### src/rtl/dlog_pkg.sv
package dlog_pkg;
   localparam int unsigned NUM_WHY  = 5;
   localparam int unsigned NUM_SRC  = 3;
   localparam int unsigned NUM_REGS = 9;

   localparam logic [3:0] RA_STAT  = 4'd0;
   localparam logic [3:0] RA_IMASK = 4'd1;
   localparam logic [3:0] RA_DBG   = 4'd2;
   localparam logic [3:0] RA_LOG   = 4'd3;
   localparam logic [3:0] RA_LMASK = 4'd4;
   localparam logic [3:0] RA_VADR  = 4'd5;
   localparam logic [3:0] RA_TADR  = 4'd6;
   localparam logic [3:0] RA_DCNT  = 4'd7;
   localparam logic [3:0] RA_BCNT  = 4'd8;

   localparam int unsigned SRC_VPAR = 0;
   localparam int unsigned SRC_TPAR = 1;
   localparam int unsigned SRC_DROP = 2;

   localparam int unsigned CNT_DROP = 0;
   localparam int unsigned CNT_BAD  = 1;
endpackage

### src/rtl/dlog_sat_counter.sv
module dlog_sat_counter #(
   parameter int unsigned W = 32
) (
   input  logic         clk,
   input  logic         rst_n,
   input  logic         inc,
   input  logic         rd_clr,
   output logic [W-1:0] value
);
   localparam logic [W-1:0] MAXV = {W{1'b1}};

   initial begin : chk_w
      if (W < 2) $error("dlog_sat_counter: W must be at least 2");
   end

   always_ff @(posedge clk) begin
      if (!rst_n)                      value <= '0;
      else if (rd_clr)                 value <= W'(inc);
      else if (inc && value != MAXV)   value <= value + 1'b1;
   end

   p_sat_hold_r10: assert property (@(posedge clk) disable iff (!rst_n)
      (inc && !rd_clr && value == MAXV) |=> value == MAXV);
   p_step_r8: assert property (@(posedge clk) disable iff (!rst_n)
      (inc && !rd_clr && value != MAXV) |=> value == $past(value) + 1'b1);
   p_read_restart_r9: assert property (@(posedge clk) disable iff (!rst_n)
      (rd_clr && inc) |=> value == W'(1));
   p_read_zero_r9: assert property (@(posedge clk) disable iff (!rst_n)
      (rd_clr && !inc) |=> value == '0);
endmodule

### src/rtl/dlog_err_latch.sv
module dlog_err_latch #(
   parameter int unsigned AW = 12
) (
   input  logic          clk,
   input  logic          rst_n,
   input  logic          err,
   input  logic [AW-1:0] err_addr,
   input  logic          clr,
   output logic          flag,
   output logic [AW-1:0] addr_q
);
   initial begin : chk_aw
      if (AW < 1) $error("dlog_err_latch: AW must be positive");
   end

   logic take;
   assign take = err && (!flag || clr);

   always_ff @(posedge clk) begin
      if (!rst_n) begin
         flag   <= 1'b0;
         addr_q <= '0;
      end else if (take) begin
         flag   <= 1'b1;
         addr_q <= err_addr;
      end else if (clr) begin
         flag   <= 1'b0;
         addr_q <= '0;
      end
   end

   p_addr_hold_r7: assert property (@(posedge clk) disable iff (!rst_n)
      (flag && !clr) |=> (flag && $stable(addr_q)));
   p_err_sets_r7: assert property (@(posedge clk) disable iff (!rst_n)
      err |=> flag);
endmodule

### src/rtl/dlog_capture.sv
module dlog_capture #(
   parameter int unsigned NR = 5
) (
   input  logic          clk,
   input  logic          rst_n,
   input  logic          pkt_valid,
   input  logic [NR-1:0] why,
   input  logic [NR-1:0] log_mask,
   input  logic          clr,
   output logic          flag,
   output logic [NR-1:0] log_q
);
   initial begin : chk_nr
      if (NR < 1) $error("dlog_capture: NR must be positive");
   end

   logic [NR-1:0] kept;
   logic          hit, take;
   assign kept = why & ~log_mask;
   assign hit  = pkt_valid && (|kept);
   assign take = hit && (!flag || clr);

   always_ff @(posedge clk) begin
      if (!rst_n) begin
         flag  <= 1'b0;
         log_q <= '0;
      end else if (take) begin
         flag  <= 1'b1;
         log_q <= kept;
      end else if (clr) begin
         flag  <= 1'b0;
         log_q <= '0;
      end
   end

   p_frozen_r4: assert property (@(posedge clk) disable iff (!rst_n)
      (flag && !clr) |=> (flag && $stable(log_q)));
   p_capture_r2: assert property (@(posedge clk) disable iff (!rst_n)
      (pkt_valid && !flag && (|(why & ~log_mask))) |=> flag);
   p_masked_quiet_r3: assert property (@(posedge clk) disable iff (!rst_n)
      (!flag && !(pkt_valid && (|(why & ~log_mask)))) |=> !flag);
endmodule

### src/rtl/drop_log_irq.sv
module drop_log_irq
   import dlog_pkg::*;
#(
   parameter int unsigned CNT_W   = 32,
   parameter int unsigned DATA_W  = 32,
   parameter int unsigned ADDR_W  = 4,
   parameter int unsigned VADDR_W = 12,
   parameter int unsigned TADDR_W = 8
) (
   input  logic               clk,
   input  logic               rst_n,
   input  logic               pkt_valid,
   input  logic               pkt_l2_hit,
   input  logic [4:0]         pkt_why,
   input  logic               pkt_bad_csum,
   input  logic               vpar_err,
   input  logic [VADDR_W-1:0] vpar_addr,
   input  logic               tpar_err,
   input  logic [TADDR_W-1:0] tpar_addr,
   input  logic               host_wr,
   input  logic               host_rd,
   input  logic [ADDR_W-1:0]  host_addr,
   input  logic [DATA_W-1:0]  host_wdata,
   output logic [DATA_W-1:0]  host_rdata,
   output logic               irq
);
   initial begin : chk_params
      if (ADDR_W < 4)        $error("drop_log_irq: ADDR_W too small for %0d registers", NUM_REGS);
      if (DATA_W < CNT_W)    $error("drop_log_irq: DATA_W narrower than CNT_W");
      if (DATA_W < VADDR_W)  $error("drop_log_irq: DATA_W narrower than VADDR_W");
      if (DATA_W < TADDR_W)  $error("drop_log_irq: DATA_W narrower than TADDR_W");
      if (DATA_W < NUM_WHY)  $error("drop_log_irq: DATA_W narrower than reason vector");
   end

   function automatic logic sel(input logic [ADDR_W-1:0] a, input logic [3:0] ra);
      return a == ADDR_W'(ra);
   endfunction

   // host decode
   logic [NUM_SRC-1:0] w1c;
   assign w1c = (host_wr && sel(host_addr, RA_STAT)) ? host_wdata[NUM_SRC-1:0] : '0;

   logic [NUM_SRC-1:0] imask_q, dbg_q;
   logic [NUM_WHY-1:0] lmask_q;

   always_ff @(posedge clk) begin
      if (!rst_n) begin
         imask_q <= '0;
         dbg_q   <= '0;
         lmask_q <= '0;
      end else if (host_wr) begin
         if (sel(host_addr, RA_IMASK)) imask_q <= host_wdata[NUM_SRC-1:0];
         if (sel(host_addr, RA_DBG))   dbg_q   <= host_wdata[NUM_SRC-1:0];
         if (sel(host_addr, RA_LMASK)) lmask_q <= host_wdata[NUM_WHY-1:0];
      end
   end

   logic unused_wdata;
   assign unused_wdata = ^host_wdata[DATA_W-1:NUM_WHY];

   // status sources
   logic [NUM_SRC-1:0] stat;
   logic [NUM_WHY-1:0] log_q;
   logic [VADDR_W-1:0] vadr_q;
   logic [TADDR_W-1:0] tadr_q;

   dlog_err_latch #(.AW(VADDR_W)) u_vpar (
      .clk(clk), .rst_n(rst_n), .err(vpar_err), .err_addr(vpar_addr),
      .clr(w1c[SRC_VPAR]), .flag(stat[SRC_VPAR]), .addr_q(vadr_q));

   dlog_err_latch #(.AW(TADDR_W)) u_tpar (
      .clk(clk), .rst_n(rst_n), .err(tpar_err), .err_addr(tpar_addr),
      .clr(w1c[SRC_TPAR]), .flag(stat[SRC_TPAR]), .addr_q(tadr_q));

   dlog_capture #(.NR(NUM_WHY)) u_cap (
      .clk(clk), .rst_n(rst_n), .pkt_valid(pkt_valid), .why(pkt_why),
      .log_mask(lmask_q), .clr(w1c[SRC_DROP]), .flag(stat[SRC_DROP]), .log_q(log_q));

   // counters
   logic [1:0]       cnt_inc, cnt_rd;
   logic [CNT_W-1:0] cnt_val [2];

   assign cnt_inc[CNT_DROP] = pkt_valid && pkt_l2_hit && (|pkt_why);
   assign cnt_inc[CNT_BAD]  = pkt_valid && pkt_l2_hit && pkt_bad_csum;
   assign cnt_rd[CNT_DROP]  = host_rd && sel(host_addr, RA_DCNT);
   assign cnt_rd[CNT_BAD]   = host_rd && sel(host_addr, RA_BCNT);

   for (genvar i = 0; i < 2; i++) begin : g_cnt
      dlog_sat_counter #(.W(CNT_W)) u_cnt (
         .clk(clk), .rst_n(rst_n), .inc(cnt_inc[i]), .rd_clr(cnt_rd[i]),
         .value(cnt_val[i]));
   end

   // interrupt
   assign irq = |((stat | dbg_q) & ~imask_q);

   // read mux
   always_comb begin
      host_rdata = '0;
      if      (sel(host_addr, RA_STAT))  host_rdata = DATA_W'(stat);
      else if (sel(host_addr, RA_IMASK)) host_rdata = DATA_W'(imask_q);
      else if (sel(host_addr, RA_DBG))   host_rdata = DATA_W'(dbg_q);
      else if (sel(host_addr, RA_LOG))   host_rdata = DATA_W'(log_q);
      else if (sel(host_addr, RA_LMASK)) host_rdata = DATA_W'(lmask_q);
      else if (sel(host_addr, RA_VADR))  host_rdata = DATA_W'(vadr_q);
      else if (sel(host_addr, RA_TADR))  host_rdata = DATA_W'(tadr_q);
      else if (sel(host_addr, RA_DCNT))  host_rdata = DATA_W'(cnt_val[CNT_DROP]);
      else if (sel(host_addr, RA_BCNT))  host_rdata = DATA_W'(cnt_val[CNT_BAD]);
   end

   p_irq_quiet_r6: assert property (@(posedge clk) disable iff (!rst_n)
      (&imask_q) |-> !irq);
   p_w1c_r5: assert property (@(posedge clk) disable iff (!rst_n)
      (w1c[SRC_VPAR] && !vpar_err) |=> !stat[SRC_VPAR]);
   p_no_selfclear_r5: assert property (@(posedge clk) disable iff (!rst_n)
      (stat[SRC_TPAR] && !w1c[SRC_TPAR]) |=> stat[SRC_TPAR]);
endmodule

### config.mk
export PLATFORM = sky130hd
export DESIGN_NAME = drop_log_irq
export DESIGN_NICKNAME = d
export VERILOG_FILES = /design/src/rtl/dlog_pkg.sv /design/src/rtl/dlog_sat_counter.sv /design/src/rtl/dlog_err_latch.sv /design/src/rtl/dlog_capture.sv /design/src/rtl/drop_log_irq.sv
export SDC_FILE = /design/constraint.sdc
export NUM_CORES = 1
export LEC_CHECK = 0
export ABC_AREA = 1
export BUFFER_PORTS_ARGS = -buffer_cell sky130_fd_sc_hd__buf_2
export CORE_ASPECT_RATIO = 1.1
export CORE_MARGIN = 5
export CORE_UTILIZATION = 35
export DETAILED_ROUTE_END_ITERATION = 10
export GPL_ROUTABILITY_DRIVEN = 0
export SLEW_MARGIN = 20
export SYNTH_ARGS = -nofsm -noshare
export SYNTH_HDL_FRONTEND = slang
export SYNTH_SLANG_ARGS = --single-unit
### constraint.sdc
create_clock -name clk -period 2.81 [get_ports clk]
set_clock_uncertainty 0.05 [all_clocks]
set_input_delay 0.843 -clock clk [delete_from_list [all_inputs] [get_ports clk]]
set_output_delay 0.843 -clock clk [all_outputs]
set_load 0.05 [all_outputs]
==> results of run 1 <==
-- per-stage QoR --
stage / setup slack (ns) / TNS, ns / area (sq um) / utilization, %
floorplan: -0.1783 / -3.214 / 6641 / -
global placement: -0.2688 / -5.743 / 7393 / 40.15
detailed placement: -0.3113 / -6.271 / 7393 / 40.15
CTS: -0.06226 / -0.5683 / 7960 / 43.23
global route: -0.1289 / -1.549 / 8197 / 44.52
finish: -0.05618 / -0.3080 / 8197 / 44.52
-- power by group through the flow --
stage / Combinational (mW) / Clock (mW) / Sequential [mW]
6_report: 0.355 / 1.39 / 1.52
3_5_place_dp: 0.313 / 0 / 1.55
3_3_place_gp: 0.312 / 0 / 1.55
4_1_cts: 0.341 / 1.41 / 1.51
5_1_grt: 0.393 / 1.46 / 1.52
2_1_floorplan: 0.210 / 0 / 1.54
-- metal layers --
layer,up-vias,share of wire [%],track usage [%]
met4,2,2.3,6.507
met1,3145,46,23.73
met2,128,48,32.00
met3,32,3.7,2.344
met5,-,0.035,0
li1,3696,-,-
-- cells in the mapped netlist (2+ instances only) --
cell type / n / area [sq um]
a21oi_1: 100 / 500.5
a21oi_2: 7 / 61.31
buf_2: 8 / 40.04
buf_4: 2 / 15.01
buf_6: 9 / 101.4
clkbuf_1: 12 / 45.04
dfxtp_1: 103 / 2062
ha_1: 2 / 25.02
inv_1: 101 / 379.1
inv_2: 3 / 11.26
nand2_1: 441 / 1655
nand2_2: 6 / 37.54
nand2_4: 4 / 45.04
nand3_1: 71 / 355.3
nand3b_1: 2 / 15.01
nand4_1: 6 / 37.54
nor2_1: 130 / 488.0
nor2_2: 5 / 31.28
nor2_4: 6 / 67.56
nor3_1: 2 / 10.01
o211ai_1: 2 / 15.01
o21ai_0: 35 / 175.2
o22ai_1: 18 / 112.6
or2_2: 3 / 18.77
xnor2_1: 5 / 43.79
xor2_1: 18 / 157.7
-- state kept, by name (all words and copies together) (netlist names) --
signal / flops
g_cnt.u_cnt.value: 64
u_vpar.addr_q: 12
u_tpar.addr_q: 8
lmask_q: 5
u_cap.log_q: 5
dbg_q: 3
imask_q: 3
u_cap.flag: 1
u_tpar.flag: 1
u_vpar.flag: 1
-- cell type report --
cell class / count / area, sq um
flip-flops and latches: 103 / 2062
clock buffers: 9 / 225.2
repair buffers: 116 / 942.2
clock inverters: 7 / 95.09
inverters: 105 / 416.7
fillers: 1929 / 10220
multi-input cells: 866 / 4151
well taps: 243 / 304.0
-- worst paths after layout --
kind | cells after the start | to | startpoint
max reg2reg | 10 | g_cnt[1].u_cnt.value[0] | g_cnt[1].u_cnt.value[0]
min reg2reg | 2 | dbg_q[2] | dbg_q[2]
max | 10 | host_rdata[7] | host_addr[3]
min | 2 | dbg_q[2] | dbg_q[2]
-- cells in the final DEF (no fill, tap or decap), types with 10 or more instances in the layout --
| cell type | instances |
|---|---|
| a21oi_1 | 95 |
| buf_2 | 41 |
| buf_4 | 45 |
| buf_6 | 19 |
| dfxtp_1 | 103 |
| inv_1 | 92 |
| nand2_1 | 421 |
| nand2_2 | 19 |
| nand2_4 | 11 |
| nand3_1 | 66 |
| nor2_1 | 120 |
| nor2_2 | 10 |
| nor2_4 | 11 |
| o21ai_0 | 23 |
| o22ai_1 | 13 |
| xor2_1 | 18 |
-- critical path: stages --
cell     delay, ns
buf_12        0.12
inv_12        0.05
nand2_4       0.04
nor2_4        0.21
buf_6         0.14
a21oi_2       0.04
o21ai_1       0.11
o21ai_2       0.10
a21oi_4       0.13
buf_6         0.17
-- repair_timing --
action,CTS,global route
gates resized for setup,83,63
pin swaps,14,23
setup endpoints to repair,32,27
setup buffers,2,4
hold endpoints to repair,0,0
-- cell families (layout without fill, tap and decap cells) --
family | after synthesis | in the layout | share of synthesized area, %
flip-flops | 103 | 103 | 31.55
adder cells (fa/ha/maj) | 2 | 2 | 0.3828
AND/OR/NAND/NOR | 678 | 678 | 42.50
buffers and inverters | 136 | 237 | 9.131
AO/OA/AOI/OAI | 163 | 163 | 13.36
XOR/XNOR | 23 | 23 | 3.082
==> impl_metrics.csv, run 1 <==
group,metric,value,unit
die,fp.dieW,140.3,microns
routing,vias_per_cell,4.833,
finish,drive_gt1_share,19.15,%
die,dieHeight,153.3,microns
routing,postRouteAntennaNets,0,
yosys,syn-cell-area,0.006536,sq mm
global_routing,gr-usage-all-layers,18.55,%
run_status,status,"finished with violations",
routing,num_vias,7003,
cts,numCtsBuffers,9,
cts,clockRootBuffer,"clkbuf_16",
cts,clk_latency,0.37,ns
yosys,ys_ff_latch,103,
finish,layout.nets,1273,
sta,final.period_utilization,102.0,%
power,combPwrFrac,10.9,%
cts,cts_tree,"built",
yosys,syn_avg_cell_area,5.915,sq um
power,power_frac_clock,42.6,%
critical_path,path_class,"primary input to primary output",
sta,worstMarginPinSlew,0.5508,ns
routing,wl,20140,microns
critical_path,endpoint_kind,"primary output",
yosys,netlist_instances,1105,
finish,area_delta_synth_final,25.40,%
yosys,syn-num-nets,1177,
finish,n_antenna_cell,0,
yosys,yosys_warnings,0,
sta,clock.fmax,0.3489,GHz
die,core_area,0.01841,sq mm
global_routing,grt_max_degree,34,
placement,portBuffers,75,
critical_path,cp_max_fo,7,
cts,htreeDepth,3,
routing,firstDrtPassIters,5,
routing,avgRoutedWirePerCell,13.90,microns
global_routing,grt_pass1_wl,32520,microns
global_routing,overflow,0,
finish,instances_no_fill,1449,
yosys,ys.flop_type,"dfxtp_1",
power,power.total,3.258,mW
routing,first_iter_violations,367,
critical_path,worstPathArrival,1.97,ns
sta,setup_viol,13,
power,power.density,397.4,mW/mm^2
critical_path,ff2ff_setup_slack,0.53,ns
placement,placed_cells,1427,
min_path,min_path_type,"register to register",
yosys,synth_edf_count,0,
cts,cts.sinks,103,
critical_path,crit_required,1.92,ns
sta,finalMaxSlewViolations,0,
cts,clk_pin_slew,0.09,ns
sta,holdWs,0.4264,ns
cts,clock_path_buffers,2,
sta,hold_violations,0,
power,irDropWorstVdd,0.0002785,V
power,p_switching,0.9120,mW
sta,setup_slack,-0.05618,ns
die,die_area,0.02151,sq mm
global_routing,antenna_found_initial,1,
placement,hpwl,15560,microns
power,p_sw_share,27.99,%
cts,hold_buffers,0,
sta,period_needed,2.866,ns
routing,drc,0,
sta,rsz0062_at_grt,"yes",
die,ioPinCount,103,
die,core.rowCount,52,
run_status,violations,"setup timing",
critical_path,crit_path_start_kind,"primary input",
power,p_leak,3.129,nW
power,internal-power,2.346,mW
sta,relSlewSlack,63.15,%
yosys,synth_cell_types,30,
yosys,ys_seq_area_share,31.55,%
flow_run,drv_cap,0,
yosys,async_flop_share,0,%
global_routing,grt_pass1_vias,6504,
die,start_util,35.50,%
power,seqPwrFrac,46.5,%
Note: power is estimated with default switching activity, not from simulation.
==> run 2, diff against run 1 <==
Settings changed: CAP_MARGIN from default to 10, SYNTH_HIERARCHICAL from default to 1.
==> impl_metrics.csv, run 2 <==
group,metric,value,unit
power,power_frac_clock,40.8,%
yosys,netlist_instances,1060,
global_routing,antenna_found_initial,0,
global_routing,grt_pass1_wl,32080,microns
global_routing,overflow,0,
yosys,synth_edf_count,0,
sta,setup_viol,1,
cts,cts.sinks,103,
die,core.rowCount,53,
yosys,ys_seq_area_share,30.47,%
global_routing,gr-usage-all-layers,17.87,%
die,fp.dieW,142.6,microns
routing,drc,0,
placement,hpwl,15120,microns
sta,period_needed,2.811,ns
yosys,synth_cell_types,37,
cts,cts_tree,"built",
routing,firstDrtPassIters,5,
sta,setup_slack,-0.001380,ns
die,ioPinCount,103,
sta,rsz0062_at_grt,"yes",
cts,clockRootBuffer,"clkbuf_16",
power,p_switching,0.9208,mW
cts,htreeDepth,3,
routing,first_iter_violations,479,
placement,placed_cell_area,0.007473,sq mm
yosys,async_flop_share,0,%
finish,largest_reg_flops,64,
flow_run,drv_cap,0,
yosys,yosysTopAreaCellShare,30.47,%
sta,holdWs,0.4163,ns
yosys,ys_ff_latch,103,
cts,clk_pin_slew,0.08,ns
critical_path,path_class,"primary input to primary output",
yosys,yosysTopAreaCell,"dfxtp_1",
critical_path,endpoint_kind,"primary output",
critical_path,crit_path_start_kind,"primary input",
finish,fin_util,43.18,%
die,die_area,0.02222,sq mm
sta,hold_violations,0,
global_routing,grt_max_degree,27,
power,p_sw_share,28.89,%
min_path,min_path_type,"register to register",
power,combPwrFrac,11.7,%
sta,worstMarginPinSlew,0.5208,ns
power,seqPwrFrac,47.5,%
finish,final_common_cell,"nand2_1",
routing,num_vias,6929,
sta,final.period_utilization,100.0,%
finish,final_cell_mix,"nand2_1, nor2_1, dfxtp_1",
cts,hold_buffers,0,
yosys,yosys-top-cells-area,"dfxtp_1, nand2_1, nor2_1",
cts,clock_path_buffers,2,
cts,clk_latency,0.36,ns
run_status,violations,"setup timing",
global_routing,grt_pass1_vias,6433,
critical_path,worstPathArrival,1.92,ns
finish,top_regs,"g_cnt.u_cnt/value: 64 flops, u_vpar/addr_q: 12 flops, u_tpar/addr_q: 8 flops",
routing,vias_per_cell,4.949,
sta,clock.fmax,0.3557,GHz
finish,instances_no_fill,1400,
sta,relSlewSlack,65.28,%
routing,avgRoutedWirePerCell,14.18,microns
power,irDropWorstVdd,0.0002773,V
sta,finalMaxSlewViolations,0,
finish,regMostFlops,"g_cnt.u_cnt/value",
finish,design_area,0.008247,sq mm
routing,wl,19850,microns
critical_path,cp_max_fo,13,
routing,postRouteAntennaNets,0,
yosys,synth_common_cells,"nand2_1, nor2_1, dfxtp_1",
run_status,status,"finished with violations",
placement,portBuffers,75,
critical_path,crit_required,1.92,ns
yosys,syn-num-nets,1132,
yosys,synth_most_common_cell,"nand2_1",
yosys,syn_avg_cell_area,6.385,sq um
finish,drive_gt1_share,21.51,%
yosys,ys.flop_type,"dfxtp_1",
die,core_area,0.01910,sq mm
sta,fin_setup_tns,-0.001380,ns
placement,placed_cells,1379,
cts,numCtsBuffers,9,
yosys,syn-cell-area,0.006768,sq mm
finish,layout.nets,1220,
finish,area_delta_synth_final,21.85,%
power,internal-power,2.266,mW
power,power.density,386.5,mW/mm^2
finish,n_antenna_cell,0,
die,start_util,35.44,%
power,p_leak,3.123,nW
yosys,yosys_warnings,6,
die,dieHeight,155.8,microns
critical_path,ff2ff_setup_slack,0.60,ns
## run 2: final timing paths
kind / from / end / depth (start not counted)
worst max-delay path: host_addr[3] / host_rdata[18] / 9
worst min-delay path: dbg_q[0] / dbg_q[0] / 2
worst max register to register: g_cnt[1].u_cnt/value[1] / g_cnt[1].u_cnt/value[27] / 10
worst min register to register: dbg_q[0] / dbg_q[0] / 2
## run 2: cell type report
cell class                      instances  area (sq um)
Clock buffer                            9         225.2
Clock inverter                          7         76.32
Fill cell                            2047         10850
Inverter                              114         445.4
Multi-Input combinational cell        812          4217
Sequential cell                       103          2062
Tap cell                              247         309.0
Timing Repair Buffer                  108         912.1
## run 2: power groups by stage
stage / Sequential (mW) / Clock, mW / Combinational, mW
final: 1.51 / 1.30 / 0.373
after global routing: 1.52 / 1.40 / 0.410
after CTS: 1.51 / 1.34 / 0.354
after detailed placement: 1.55 / 0 / 0.327
after global placement: 1.55 / 0 / 0.324
after floorplan: 1.54 / 0 / 0.229
## run 2: cell families (layout without fill, tap and decap cells)
family / Yosys count / after routing / synth area share [%]
fa+ha+maj: 2 / 2 / 0.3697
simple gates: 642 / 643 / 41.47
flops: 103 / 103 / 30.47
xor+xnor: 28 / 28 / 3.624
buf+inv: 146 / 238 / 10.32
compound gates: 139 / 139 / 13.75
## run 2: repair_timing
action	CTS	global route
gates cloned	1	1
pin swaps	7	13
hold endpoints to repair	0	0
endpoints found under the setup margin	32	24
resized for setup	74	48
setup buffers	1	2
## run 2: metal layers
layer | vias to the layer above | track usage (%) | wire length [microns]
li1 | 3572 | - | -
met1 | 3146 | 23.78 | 9254
met2 | 190 | 29.39 | 9240
met3 | 21 | 4.047 | 1032
met4 | 0 | 4.391 | 322
met5 | - | 0 | 0
## run 2: critical path, stage by stage
cell	delay, ns
buf_12	0.10
clkinv_8	0.05
nor2_2	0.11
nand2_2	0.09
inv_4	0.10
buf_12	0.11
clkbuf_16	0.15
a22o_1	0.18
buf_6	0.18
## run 2: per-stage QoR
stage | total power, mW | setup WS (ns)
5_1_grt | 3.327 | -0.04783
2_1_floorplan | 1.767 | -0.06715
3_3_place_gp | 1.871 | -0.2430
4_1_cts | 3.205 | -0.02956
6_report | 3.187 | -0.001380
3_5_place_dp | 1.874 | -0.2621
==> run 3, diff against run 2 <==
Settings changed: ABC_AREA 1 to default, SETUP_SLACK_MARGIN from default to 0.02.
==> impl_metrics.csv, run 3 <==
group,metric,value,unit
yosys,yosysTopAreaCellShare,34.49,%
routing,avgRoutedWirePerCell,17.24,microns
global_routing,antenna_found_initial,0,
global_routing,grt_pass1_vias,5577,
sta,worstMarginPinSlew,0.6116,ns
yosys,yosys_warnings,6,
power,internal-power,2.468,mW
yosys,async_flop_share,0,%
power,power_frac_clock,41.8,%
yosys,ys_ff_latch,103,
die,start_util,35.39,%
yosys,syn_avg_cell_area,8.234,sq um
cts,cts.sinks,103,
yosys,synth_cell_types,65,
yosys,yosys-top-cells-area,"dfxtp_1, nand2_1, a21oi_1",
sta,setup_slack,-0.1568,ns
sta,rsz0062_at_grt,"yes",
sta,fin_setup_tns,-1.298,ns
critical_path,slowest_delay,0.37,ns
sta,hold_violations,0,
routing,postRouteAntennaNets,0,
sta,clock.fmax,0.3371,GHz
placement,placed_cells,1025,
finish,n_antenna_cell,0,
critical_path,path_class,"primary input to primary output",
yosys,synthAdderAreaFrac,0.4186,%
yosys,synth_top_family_by_area,"simple AND/OR/NAND/NOR gates",
routing,drc,0,
sta,setup_viol,27,
finish,largest_reg_flops,64,
cts,clockRootBuffer,"clkbuf_16",
routing,num_vias,5954,
die,ioPinCount,103,
yosys,syn-cell-area,0.005978,sq mm
die,core_area,0.01689,sq mm
yosys,synth_xor_area_share,2.930,%
yosys,ys_seq_area_share,34.49,%
yosys,syn-num-nets,798,
finish,final_cell_mix,"nand2_1, dfxtp_1, buf_4",
cts,numCtsBuffers,9,
routing,firstDrtPassIters,5,
sta,finalMaxSlewViolations,0,
sta,final.period_utilization,105.6,%
yosys,synth_edf_count,0,
critical_path,cp_max_fo,5,
finish,top_regs,"g_cnt.u_cnt/value: 64 flops, u_vpar/addr_q: 12 flops, u_tpar/addr_q: 8 flops",
yosys,ys.flop_type,"dfxtp_1",
power,irDropWorstVdd,0.0002957,V
run_status,violations,"setup timing",
power,seqPwrFrac,46.6,%
global_routing,gr-usage-all-layers,17.48,%
yosys,yosys.area_share.simple,28.02,%
global_routing,grt_pass1_wl,27990,microns
finish,drive_gt1_share,29.72,%
routing,first_iter_violations,342,
critical_path,worstPathArrival,2.07,ns
yosys,synth_compound_area_share,25.16,%
placement,dp_slack,-0.2670,ns
finish,layout.nets,915,
yosys,synth_most_common_cell,"nand2_1",
finish,regMostFlops,"g_cnt.u_cnt/value",
die,dieHeight,147.1,microns
critical_path,crit_required,1.92,ns
critical_path,cp_cell_sequence,"buf_8, and2b_2, a21o_1, a222oi_1, o221ai_2, buf_6",
cts,htreeDepth,3,
global_routing,overflow,0,
sta,relSlewSlack,58.58,%
flow_run,drv_cap,0,
die,die_area,0.01980,sq mm
min_path,min_path_type,"register to register",
finish,instances_no_fill,1056,
die,core.rowCount,50,
placement,hpwl,13050,microns
routing,wl,18200,microns
finish,area_delta_synth_final,33.78,%
die,fp.dieW,134.6,microns
yosys,netlist_instances,726,
sta,period_needed,2.967,ns
cts,clk_latency,0.35,ns
yosys,synth_common_cells,"nand2_1, dfxtp_1, a21oi_1",
critical_path,crit_path_start_kind,"primary input",
global_routing,grt_max_degree,30,
power,combPwrFrac,11.6,%
critical_path,crit_slowest_cell,"a222oi_1",
cts,clock_path_buffers,2,
routing,vias_per_cell,5.638,
cts,hold_buffers,0,
run_status,status,"finished with violations",
cts,clk_pin_slew,0.07,ns
power,p_leak,3.036,nW
power,p_switching,0.7812,mW
critical_path,endpoint_kind,"primary output",
placement,portBuffers,75,
yosys,synthMuxAreaShare,2.909,%
power,power.density,406.3,mW/mm^2
cts,cts_tree,"built",
yosys,yosysTopAreaCell,"dfxtp_1",
power,p_sw_share,24.04,%
run 3: changes by cell type in the layout (fill, tap and decap cells not counted), sizes merged, moves of 44 or more:
| cell | delta |
|---|---|
| inv | -104 |
| a21oi | -44 |
| buf | +45 |
| nor2 | -122 |
| nand3 | -58 |
| nand2 | -254 |
run 3: metrics by stage:
stage	utilization (%)	area, sq um	hold slack [ns]	power [mW]
floorplan	-	6167	0.3956	1.760
global placement	41.47	7004	0.4126	1.875
detailed placement	41.47	7004	0.4098	1.876
CTS	45.75	7727	0.4217	3.282
global route	47.35	7998	0.4424	3.377
finish	47.35	7998	0.4201	3.249
run 3: worst max-delay path: cells and delay by family:
family / cells / cell delay, ns
buffers and inverters: 2 / 0.27
AND/OR/NAND/NOR: 1 / 0.24
AO/OA/AOI/OAI: 3 / 0.72
run 3: path summary, 6_finish.rpt:
| path | cells after the start | startpoint | endpoint | slack [ns] |
|---|---|---|---|---|
| setup / recovery | 6 | host_addr[0] | host_rdata[0] | -0.16 |
| hold / removal | 2 | u_tpar/addr_q[6] | u_tpar/addr_q[6] | 0.42 |
| setup reg to reg | 5 | g_cnt[1].u_cnt/value[8] | g_cnt[1].u_cnt/value[25] | 0.47 |
| hold reg to reg | 2 | u_tpar/addr_q[6] | u_tpar/addr_q[6] | 0.42 |
run 3: repair_timing:
action	in CTS	in global routing
gates resized for setup	81	46
setup endpoints to repair	32	33
pin swaps	12	10
cloned	4	1
setup buffers	4	7
run 3: area by class of cell:
| cell class | count | area (sq um) |
|---|---|---|
| Clock buffer | 11 | 242.7 |
| Timing Repair Buffer | 153 | 1428 |
| Tap cell | 208 | 260.3 |
| Inverter | 12 | 45.04 |
| Clock inverter | 5 | 81.33 |
| Fill cell | 1653 | 8894 |
| Multi-Input combinational cell | 564 | 3879 |
| Sequential cell | 103 | 2062 |
run 3: layer usage:
| metal | GRT usage (%) | wire length, microns |
|---|---|---|
| met1 | 22.10 | 7871 |
| met2 | 29.18 | 8842 |
| met3 | 4.315 | 1044 |
| met4 | 5.804 | 445 |
| met5 | 0 | 0 |
run 3: logic make-up after synthesis:
kind of cell,count (synthesis)
xor gates and xnor gates,20
buffers and inverters,60
AOI/OAI and AO/OA,207
muxes,17
adders and majority gates,2
DFF,103
and+or+nand+nor,317
run 3: power groups by stage:
stage               clock, mW  combinational [mW]  sequential [mW]
floorplan                   0               0.223             1.54
global placement            0               0.327             1.55
detailed placement          0               0.328             1.55
CTS                      1.41               0.356             1.52
global route             1.45               0.406             1.52
finish                   1.36               0.376             1.52
